`src/rtl/pmc_pkg.sv`:
```
package pmc_pkg;

  typedef enum logic [2:0] {
    ST_FULL     = 3'd0,
    ST_DOZE_ENT = 3'd1,
    ST_DOZE     = 3'd2,
    ST_NAP_REQ  = 3'd3,
    ST_NAP_ENT  = 3'd4,
    ST_NAP      = 3'd5,
    ST_WAKE     = 3'd6,
    ST_QREL     = 3'd7
  } pmc_state_e;

  typedef enum logic [1:0] {
    RPT_FULL = 2'd0,
    RPT_DOZE = 2'd1,
    RPT_NAP  = 2'd2,
    RPT_MOVE = 2'd3
  } pmc_report_e;

  typedef enum logic [1:0] {
    LP_NONE = 2'd0,
    LP_DOZE = 2'd1,
    LP_NAP  = 2'd2
  } pmc_lp_req_e;

endpackage

```
`src/rtl/pmc_req_decode.sv`:
```
module pmc_req_decode
  import pmc_pkg::*;
#(
  parameter int MODE_W   = 16,
  parameter int DOZE_BIT = 8,
  parameter int NAP_BIT  = 9,
  parameter int N_WAKE   = 5
) (
  input  logic [MODE_W-1:0] mode_bits,
  input  logic              power_en,
  input  logic [N_WAKE-1:0] wake_src,
  output pmc_lp_req_e       lp_req,
  output logic              wake
);

  assign wake = |wake_src;

  // Nap outranks doze when both bits are set.
  always_comb begin
    lp_req = LP_NONE;
    if (power_en) begin
      if (mode_bits[NAP_BIT])       lp_req = LP_NAP;
      else if (mode_bits[DOZE_BIT]) lp_req = LP_DOZE;
    end
  end

endmodule

```
`src/rtl/pmc_countdown.sv`:
```
module pmc_countdown #(
  parameter int CNT_W = 2
) (
  input  logic             clk,
  input  logic             rst_n,
  input  logic             load,
  input  logic [CNT_W-1:0] load_val,
  output logic             done
);

  logic [CNT_W-1:0] cnt_q;

  always_ff @(posedge clk or negedge rst_n) begin
    if (!rst_n)               cnt_q <= '0;
    else if (load)            cnt_q <= load_val;
    else if (cnt_q != '0)     cnt_q <= cnt_q - 1'b1;
  end

  assign done = (cnt_q == '0);


  cnt_steps_down_chk: assert property (@(posedge clk) disable iff (!rst_n)
    (!load && cnt_q != '0) |=> (cnt_q == $past(cnt_q) - 1'b1));

endmodule

```
`src/rtl/pmc_power_ctrl.sv`:
```
module pmc_power_ctrl
  import pmc_pkg::*;
#(
  parameter int MODE_W    = 16,
  parameter int DOZE_BIT  = 8,
  parameter int NAP_BIT   = 9,
  parameter int ENTRY_DLY = 4,
  parameter int EXIT_DLY  = 3
) (
  input  logic              clk,
  input  logic              rst_n,
  input  logic [MODE_W-1:0] mode_bits,
  input  logic              power_en,
  input  logic              ext_irq,
  input  logic              smi_irq,
  input  logic              mchk_irq,
  input  logic              dec_irq,
  input  logic              soft_rst,
  input  logic              qack,
  output logic              qreq,
  output logic              snoop_en,
  output logic              fu_clk_en,
  output logic              tb_en,
  output logic [1:0]        pwr_state
);

  localparam int MAX_DLY = (ENTRY_DLY > EXIT_DLY) ? ENTRY_DLY : EXIT_DLY;
  localparam int CNT_W   = (MAX_DLY > 1) ? $clog2(MAX_DLY) : 1;
  localparam logic [CNT_W-1:0] ENT_LOAD = CNT_W'(ENTRY_DLY - 1);
  localparam logic [CNT_W-1:0] EXT_LOAD = CNT_W'(EXIT_DLY - 1);

  pmc_state_e       st_q, st_d;
  pmc_lp_req_e      lp_req;
  logic             wake, cnt_done, cnt_load, from_nap_q;
  logic [CNT_W-1:0] cnt_val;

  pmc_req_decode #(
    .MODE_W(MODE_W), .DOZE_BIT(DOZE_BIT), .NAP_BIT(NAP_BIT), .N_WAKE(5)
  ) u_dec (
    .mode_bits(mode_bits),
    .power_en (power_en),
    .wake_src ({soft_rst, dec_irq, mchk_irq, smi_irq, ext_irq}),
    .lp_req   (lp_req),
    .wake     (wake)
  );

  pmc_countdown #(.CNT_W(CNT_W)) u_cnt (
    .clk     (clk),
    .rst_n   (rst_n),
    .load    (cnt_load),
    .load_val(cnt_val),
    .done    (cnt_done)
  );

  always_comb begin
    st_d     = st_q;
    cnt_load = 1'b0;
    cnt_val  = ENT_LOAD;
    unique case (st_q)
      ST_FULL: begin
        if (!wake) begin
          if (lp_req == LP_NAP) begin
            st_d = ST_NAP_REQ;
          end else if (lp_req == LP_DOZE) begin
            st_d     = ST_DOZE_ENT;
            cnt_load = 1'b1;
          end
        end
      end
      ST_DOZE_ENT: begin
        if (wake)          st_d = ST_FULL;
        else if (cnt_done) st_d = ST_DOZE;
      end
      ST_DOZE, ST_NAP: begin
        if (wake) begin
          st_d     = ST_WAKE;
          cnt_load = 1'b1;
          cnt_val  = EXT_LOAD;
        end
      end
      ST_NAP_REQ: begin
        if (wake) begin
          st_d = qack ? ST_QREL : ST_FULL;
        end else if (qack) begin
          st_d     = ST_NAP_ENT;
          cnt_load = 1'b1;
        end
      end
      ST_NAP_ENT: begin
        if (wake)          st_d = ST_QREL;
        else if (cnt_done) st_d = ST_NAP;
      end
      ST_WAKE: begin
        if (cnt_done) st_d = from_nap_q ? ST_QREL : ST_FULL;
      end
      ST_QREL: begin
        if (!qack) st_d = ST_FULL;
      end
      default: st_d = ST_FULL;
    endcase
  end

  always_ff @(posedge clk or negedge rst_n) begin
    if (!rst_n) begin
      st_q       <= ST_FULL;
      from_nap_q <= 1'b0;
      tb_en      <= 1'b0;
    end else begin
      st_q  <= st_d;
      tb_en <= 1'b1;
      if (st_q == ST_NAP  && st_d == ST_WAKE) from_nap_q <= 1'b1;
      if (st_q == ST_DOZE && st_d == ST_WAKE) from_nap_q <= 1'b0;
    end
  end

  always_comb begin
    fu_clk_en = (st_q == ST_FULL) || (st_q == ST_DOZE_ENT) ||
                (st_q == ST_NAP_REQ) || (st_q == ST_NAP_ENT);
    snoop_en  = (st_q == ST_FULL) || (st_q == ST_DOZE_ENT) ||
                (st_q == ST_DOZE) || (st_q == ST_NAP_REQ) ||
                (st_q == ST_WAKE && !from_nap_q);
    qreq      = (st_q == ST_NAP_REQ) || (st_q == ST_NAP_ENT) || (st_q == ST_NAP);
    case (st_q)
      ST_FULL: pwr_state = RPT_FULL;
      ST_DOZE: pwr_state = RPT_DOZE;
      ST_NAP:  pwr_state = RPT_NAP;
      default: pwr_state = RPT_MOVE;
    endcase
  end


  snoop_stop_needs_ack_chk: assert property (@(posedge clk) disable iff (!rst_n)
    $fell(snoop_en) |-> $past(qack));


  qreq_rise_from_full_chk: assert property (@(posedge clk) disable iff (!rst_n)
    $rose(qreq) |-> ($past(pwr_state) == RPT_FULL));


  wake_leaves_entry_chk: assert property (@(posedge clk) disable iff (!rst_n)
    (wake && (st_q == ST_DOZE_ENT || st_q == ST_NAP_ENT)) |=> (pwr_state != RPT_DOZE && pwr_state != RPT_NAP));


  no_instant_full_chk: assert property (@(posedge clk) disable iff (!rst_n)
    ($past(pwr_state) == RPT_DOZE || $past(pwr_state) == RPT_NAP) |-> (pwr_state != RPT_FULL));


  full_needs_ack_low_chk: assert property (@(posedge clk) disable iff (!rst_n)
    ($past(st_q) == ST_QREL && st_q == ST_FULL) |-> !$past(qack));


  nap_quiet_chk: assert property (@(posedge clk) disable iff (!rst_n)
    (pwr_state == RPT_NAP) |-> (qreq && !snoop_en && !fu_clk_en));

endmodule

```
`config.mk`:
```
export PLATFORM = sky130hd
export DESIGN_NAME = pmc_power_ctrl
export DESIGN_NICKNAME = d
export VERILOG_FILES = /design/src/rtl/pmc_pkg.sv /design/src/rtl/pmc_req_decode.sv /design/src/rtl/pmc_countdown.sv /design/src/rtl/pmc_power_ctrl.sv
export SDC_FILE = /design/constraint.sdc
export NUM_CORES = 1
export LEC_CHECK = 0
export ABC_AREA = 0
export BUFFER_PORTS_ARGS = -buffer_cell sky130_fd_sc_hd__buf_2
export CAP_MARGIN = 0
export CELL_PAD_IN_SITES_DETAIL_PLACEMENT = 0
export CELL_PAD_IN_SITES_GLOBAL_PLACEMENT = 1
export CORE_ASPECT_RATIO = 1.2
export CORE_MARGIN = 10
export CORE_UTILIZATION = 30
export DETAILED_ROUTE_END_ITERATION = 10
export GPL_TIMING_DRIVEN = 0
export PLACE_DENSITY = 0.8
export REMOVE_ABC_BUFFERS = 1
export SKIP_LAST_GASP = 1
export SLEW_MARGIN = 25
export SYNTH_ARGS = -nofsm -noshare
export SYNTH_HDL_FRONTEND = slang
export SYNTH_SLANG_ARGS = --single-unit
```
`constraint.sdc`:
```
create_clock -name clk -period 2.05 [get_ports clk]
set_input_delay 0.205 -clock clk [delete_from_list [all_inputs] [get_ports clk]]
set_output_delay 0.205 -clock clk [all_outputs]
set_load 0.01 [all_outputs]
```
[Word level (Yosys, flattened, before mapping)]
Index checks and enable logic that the tools add are counted.
Storage, ports and cells
  bits in registers: 7
  word-level logic and storage cells: 66
  bits of input ports: 25
  output and inout bits: 6
Operators by class
  eq/ne operators: 10
  multiplexer cells: 32
  reduce and logical (&&, ||, !) cells: 19
  $add $sub $neg: 1
Operators by type and width (count)
  3-bit 2-to-1 mux: 14
  3-bit one-hot mux with 7 select lines: 1
  3-bit == test (second input constant): 5
  1-bit 2-to-1 mux: 11
  1-bit logical OR: 8
  2-bit 2-to-1 mux: 4
  3-bit by 2-bit == test with 1-bit output (second input constant): 2
  2-bit one-hot mux with 3 select lines: 1
  2-bit nonzero test: 3
  5-bit OR reduction: 1
  3-bit by 1-bit == test with 1-bit output (second input constant): 1
  1-bit logical AND: 3
  3-bit logical NOT: 1
  1-bit one-hot mux with 3 select lines: 1
  2-bit by 1-bit == test with 1-bit output (second input constant): 1
  2-bit == test (second input constant): 1
  2-bit logical NOT: 1
  2-bit OR reduction: 1
  2-bit by 1-bit subtractor with 2-bit output (second input constant): 1
  1-bit logical NOT: 1

[Longest topological paths before layout]
  depth after elaboration: 12
  depth in mapped cells: 7
  gate-level depth less buffers: 6

[Cells and area by module]
A second synthesis with hierarchy kept.
Unflattened totals
  cell total of the unflattened synthesis: 71
  area, all modules: 586.8 µm²
By module, submodules not included
  pmc_power_ctrl: seq. area each 125.1 µm², times used 1, area an instance 446.7 µm², cells an instance 53
  pmc_countdown: seq. area each 50.0 µm², times used 1, area an instance 113.9 µm², cells an instance 12
  pmc_req_decode: seq. area each 0.0 µm², times used 1, area an instance 26.3 µm², cells an instance 6

[Worst setup path after synthesis]
Ideal clock, no wire load.
  kind: input -> register
  start point: input smi_irq
  end point: register u_cnt.cnt_q[0]
  required time: 1.964 ns
  stages: 5
  buffers on the path: 1
  library setup time: 0.086 ns
  slack: 0.336 ns
  arrival: 1.628 ns
  cell sequence: or4_4 -> buf_6 -> or2_4 -> o41a_1 -> a32oi_1
Between the ends
  word-level cells in the longest chain between the ends: 4
  elaborated cells on any way between the ends: 9
  classes of those cells: 7 x mux; 2 x reduce/logical
Ends and longest elaborated chain
  from (decl): line pmc_power_ctrl.sv:15  | input logic smi_irq,
  5-bit OR reduction *: line pmc_req_decode.sv:16  | assign wake = |wake_src;
  1-bit 2-to-1 mux, on equally long branches: line pmc_power_ctrl.sv:82, pmc_power_ctrl.sv:61, pmc_power_ctrl.sv:75
  1-bit one-hot mux with 3 select lines or 1-bit 2-to-1 mux (tied branches): line pmc_power_ctrl.sv:59  | unique case (st_q)
  2-bit 2-to-1 mux or 2-bit nonzero test (tied branches)
  to (signal assigned): line pmc_countdown.sv:15  | else if (load) cnt_q <= load_val;
  to (signal assigned): line pmc_countdown.sv:16  | else if (cnt_q != '0) cnt_q <= cnt_q - 1'b1;
  to (decl): line pmc_countdown.sv:11  | logic [CNT_W-1:0] cnt_q;
Every way passes the cells marked *; elsewhere a longest branch is shown, timed or not.
A chain may end at the register's enable or synchronous reset.

[Worst setup path in the final report]
  start point: register u_cnt.cnt_q[0]
  end point: register st_q[1]
Between the ends
  word-level cells in the longest chain between the ends: 4
  elaborated cells on any way between the ends: 7
  classes of those cells: 6 x mux; 1 x reduce/logical
Ends and longest elaborated chain
  2-bit logical NOT *: line pmc_countdown.sv:19  | assign done = (cnt_q == '0);
  3-bit 2-to-1 mux, on equally long branches: line pmc_power_ctrl.sv:91, pmc_power_ctrl.sv:72
  3-bit 2-to-1 mux, on equally long branches: line pmc_power_ctrl.sv:90, pmc_power_ctrl.sv:71
  3-bit one-hot mux with 7 select lines *: line pmc_power_ctrl.sv:59
  net st_d[1]: line pmc_power_ctrl.sv:32  | pmc_state_e st_q, st_d;
  to (signal assigned): line pmc_power_ctrl.sv:109  | st_q <= st_d;
  to (decl): line pmc_power_ctrl.sv:32
Mark *: on every way through the listed nets, which the timed path passes. The rest lies on a longest branch.

==> flow_summary.json <==
{
  "rows": 17,
  "die_area_mm2": 0.00428,
  "synth_top_cell_area_share_pct": 28.4,
  "final_nets": 115,
  "worstRegToRegCells": 6,
  "slew_headroom_pct": 66.0,
  "skew_ns": 0.000940,
  "fillCellCount": 194,
  "synth_common_cells": "nand2_1 (8), dfrtp_1 (7), o21ai_0 (7), inv_1 (5), buf_2 (4)",
  "wl_mm": 1.57,
  "grt_max_degree": 20,
  "met2_usage_pct": 12.4,
  "grtUsageTotal_pct": 7.40,
  "r2r_end": "st_q[1]",
  "powerDensity_mw_per_mm2": 1360,
  "synthMostInstantiatedCell": "nand2_1",
  "antenna_found_initial": 0,
  "worstPathMaxFanout": 8,
  "ir_worst_vdd_uv": 412,
  "routedWlPerCell_um": 14.7,
  "htreeDepth": 1,
  "fin_crit_sh_pct": 80.4,
  "vias": 612,
  "ant_nets": 0,
  "grt_util_met1_pct": 7.94,
  "cts-root-buf": "clkbuf_4",
  "core_area_mm2": 0.00189,
  "area_delta_synth_final_pct": 15.8,
  "cts_made_buffers": 3,
  "tns_ns": 0,
  "finalMaxSlewViolations": 0,
  "postSynthCellCount": 74,
  "grt_pass1_vias": 585,
  "cts_buffer_depth": 2,
  "clkTransAtPathRegs_ns": 0.05,
  "synthArstFlopShare_pct": 100,
  "firstDrtPassIters": 4,
  "maxCapViolations": 0,
  "synth_edf_count": 0,
  "rsz0062_at_grt": "false",
  "p_leak_nw": 0.313,
  "status": "finished, final reports clean",
  "ys_seq_area_share_pct": 28.4,
  "ys_types": 44,
  "ff2ff_setup_slack_ns": 0.40,
  "start_kind": "flop",
  "routabilityCongestion": 0.797,
  "clock.fmax_mhz": 607,
  "r2r-start": "u_cnt.cnt_q[0]",
  "critPathKind": "flop to flop",
  "worst_slew_pin_slew_ns": 0.510,
  "viasPerCell": 5.72,
  "arrival_ns": 1.76,
  "ios": 31,
  "syn-cell-area_um2": 617,
  "synth_flop_cell": "dfrtp_1",
  "cts_resized": 0,
  "clkLatencyLatePin_ns": 0.24,
  "start_util_pct": 32.6,
  "drive_gt1_share_pct": 26.1,
  "final_core_util_pct": 37.7,
  "grt_pass1_wl_mm": 2.55,
  "clock_sinks": 7,
  "ys_seq_elements": 7,
  "drcViolationCount": 0,
  "portBuffers": 16,
  "finalHoldWorstSlack_ns": 0.317,
  "cts_setup_buffers": 0,
  "synth_top_cell_by_area": "dfrtp_1",
  "die_h_um": 69.7,
  "final-hold-violation-count": 0,
  "endpoint_kind": "flop",
  "required_ns": 2.16,
  "diodes": 0,
  "multi_input_area_um2": 380,
  "synth.area.top_cells": "dfrtp_1 (28%), o21ai_0 (5.7%), nand2_1 (4.9%)",
  "final-setup-viol-count": 0,
  "yosysWarningCount": 0,
  "die_x_um": 61.4,
  "dp_hpwl_mm": 1.16,
  "drt_iter0_drc": 5,
  "cts_tree": "done",
  "min-delay-path-class": "input pin to asynchronous set/reset pin",
  "grt_overflow": 0,
  "seq_area_um2": 175,
  "fin_crit_ns": 1.65,
  "synth_area_per_cell_um2": 8.34,
  "busiest_layer": "met2",
  "grt.met3_usage_pct": 2.56
}
[through the flow]
| stage | cell area, µm² | power (mW) | instances | setup WS, ns |
|---|---|---|---|---|
| after CTS | 714 | 0.982 | 107 | 0.404 |
| final | 714 | 0.970 | 107 | 0.402 |
| after floorplan | 574 | 0.677 | 67 | 0.398 |
| after global placement | 678 | 0.845 | 102 | 0.203 |
| after detailed placement | 678 | 0.855 | 102 | 0.190 |
| after global routing | 714 | 1.08 | 107 | 0.283 |
[placed cells by master (no fill, tap or decap), types with 2 or more instances in the layout]
master,n
buf_2,16
nand2_1,8
o21ai_0,7
dfrtp_1,7
inv_1,5
nand2b_1,3
clkbuf_4,3
nand3b_1,2
nand3_1,2
[where the power goes]
part | switching (mW) | leakage (nW) | internal [mW]
Sequential | 0.136 | 0.0775 | 0.197
Combinational | 0.263 | 0.221 | 0.254
Clock | 0.0459 | 0.0150 | 0.0740
Total | 0.445 | 0.313 | 0.524
[how the worst max path moves through the flow]
stage	from	endpoint	slack, ns	depth (start not counted)
floorplan	smi_irq	u_cnt.cnt_q[0]	0.40	4
global placement	smi_irq	u_cnt.cnt_q[0]	0.20	5
detailed placement	smi_irq	u_cnt.cnt_q[0]	0.19	5
CTS	u_cnt.cnt_q[0]	st_q[1]	0.40	6
global route	u_cnt.cnt_q[0]	st_q[1]	0.28	6
finish	u_cnt.cnt_q[0]	st_q[1]	0.40	6
[cell families (layout without fill, tap and decap cells)]
logic type               after synthesis  after routing  share of synthesized area [%]
adder cells (fa/ha/maj)                1              1                           2.03
other                                  1              1                          0.608
buffers and inverters                 12             26                           9.94
flip-flops                             7              7                           28.4
AO/OA/AOI/OAI                         25             25                           30.4
AND/OR/NAND/NOR                       26             26                           25.6
XOR/XNOR                               1              1                           1.42
multiplexers                           1              1                           1.62
[sequential cells by signal, summed over array words and instances (netlist names)]
signal       cells
st_q             3
from_nap_q       1
tb_en            1
u_cnt.cnt_q      2
[critical path, cell delays in order, from the launching register on]
cell	delay, ns
dfrtp_1	0.38
inv_1	0.06
ha_1	0.32
nand2_1	0.12
o311ai_0	0.32
and4_1	0.23
nand3_1	0.08
[routing by layer]
metal | wire, µm | vias up
met1 | 641 | 294
met4 | 0 | 0
met3 | 89 | 0
li1 | - | 306
met5 | 0 | -
met2 | 837 | 12
[cell type report]
cell class	instances	share of cell area, %
Clock buffer	4	3.68
Timing Repair Buffer	17	12.6
Multi-Input combinational cell	55	53.2
Sequential cell	7	24.5
Tap cell	19	3.33
Inverter	5	2.63
[repair_timing]
item,4_1_cts,5_1_grt
endpoints found under the setup margin,0,0
hold endpoints to repair,7,0
hold buffers,1,0
(Power assumes the default switching activity.)
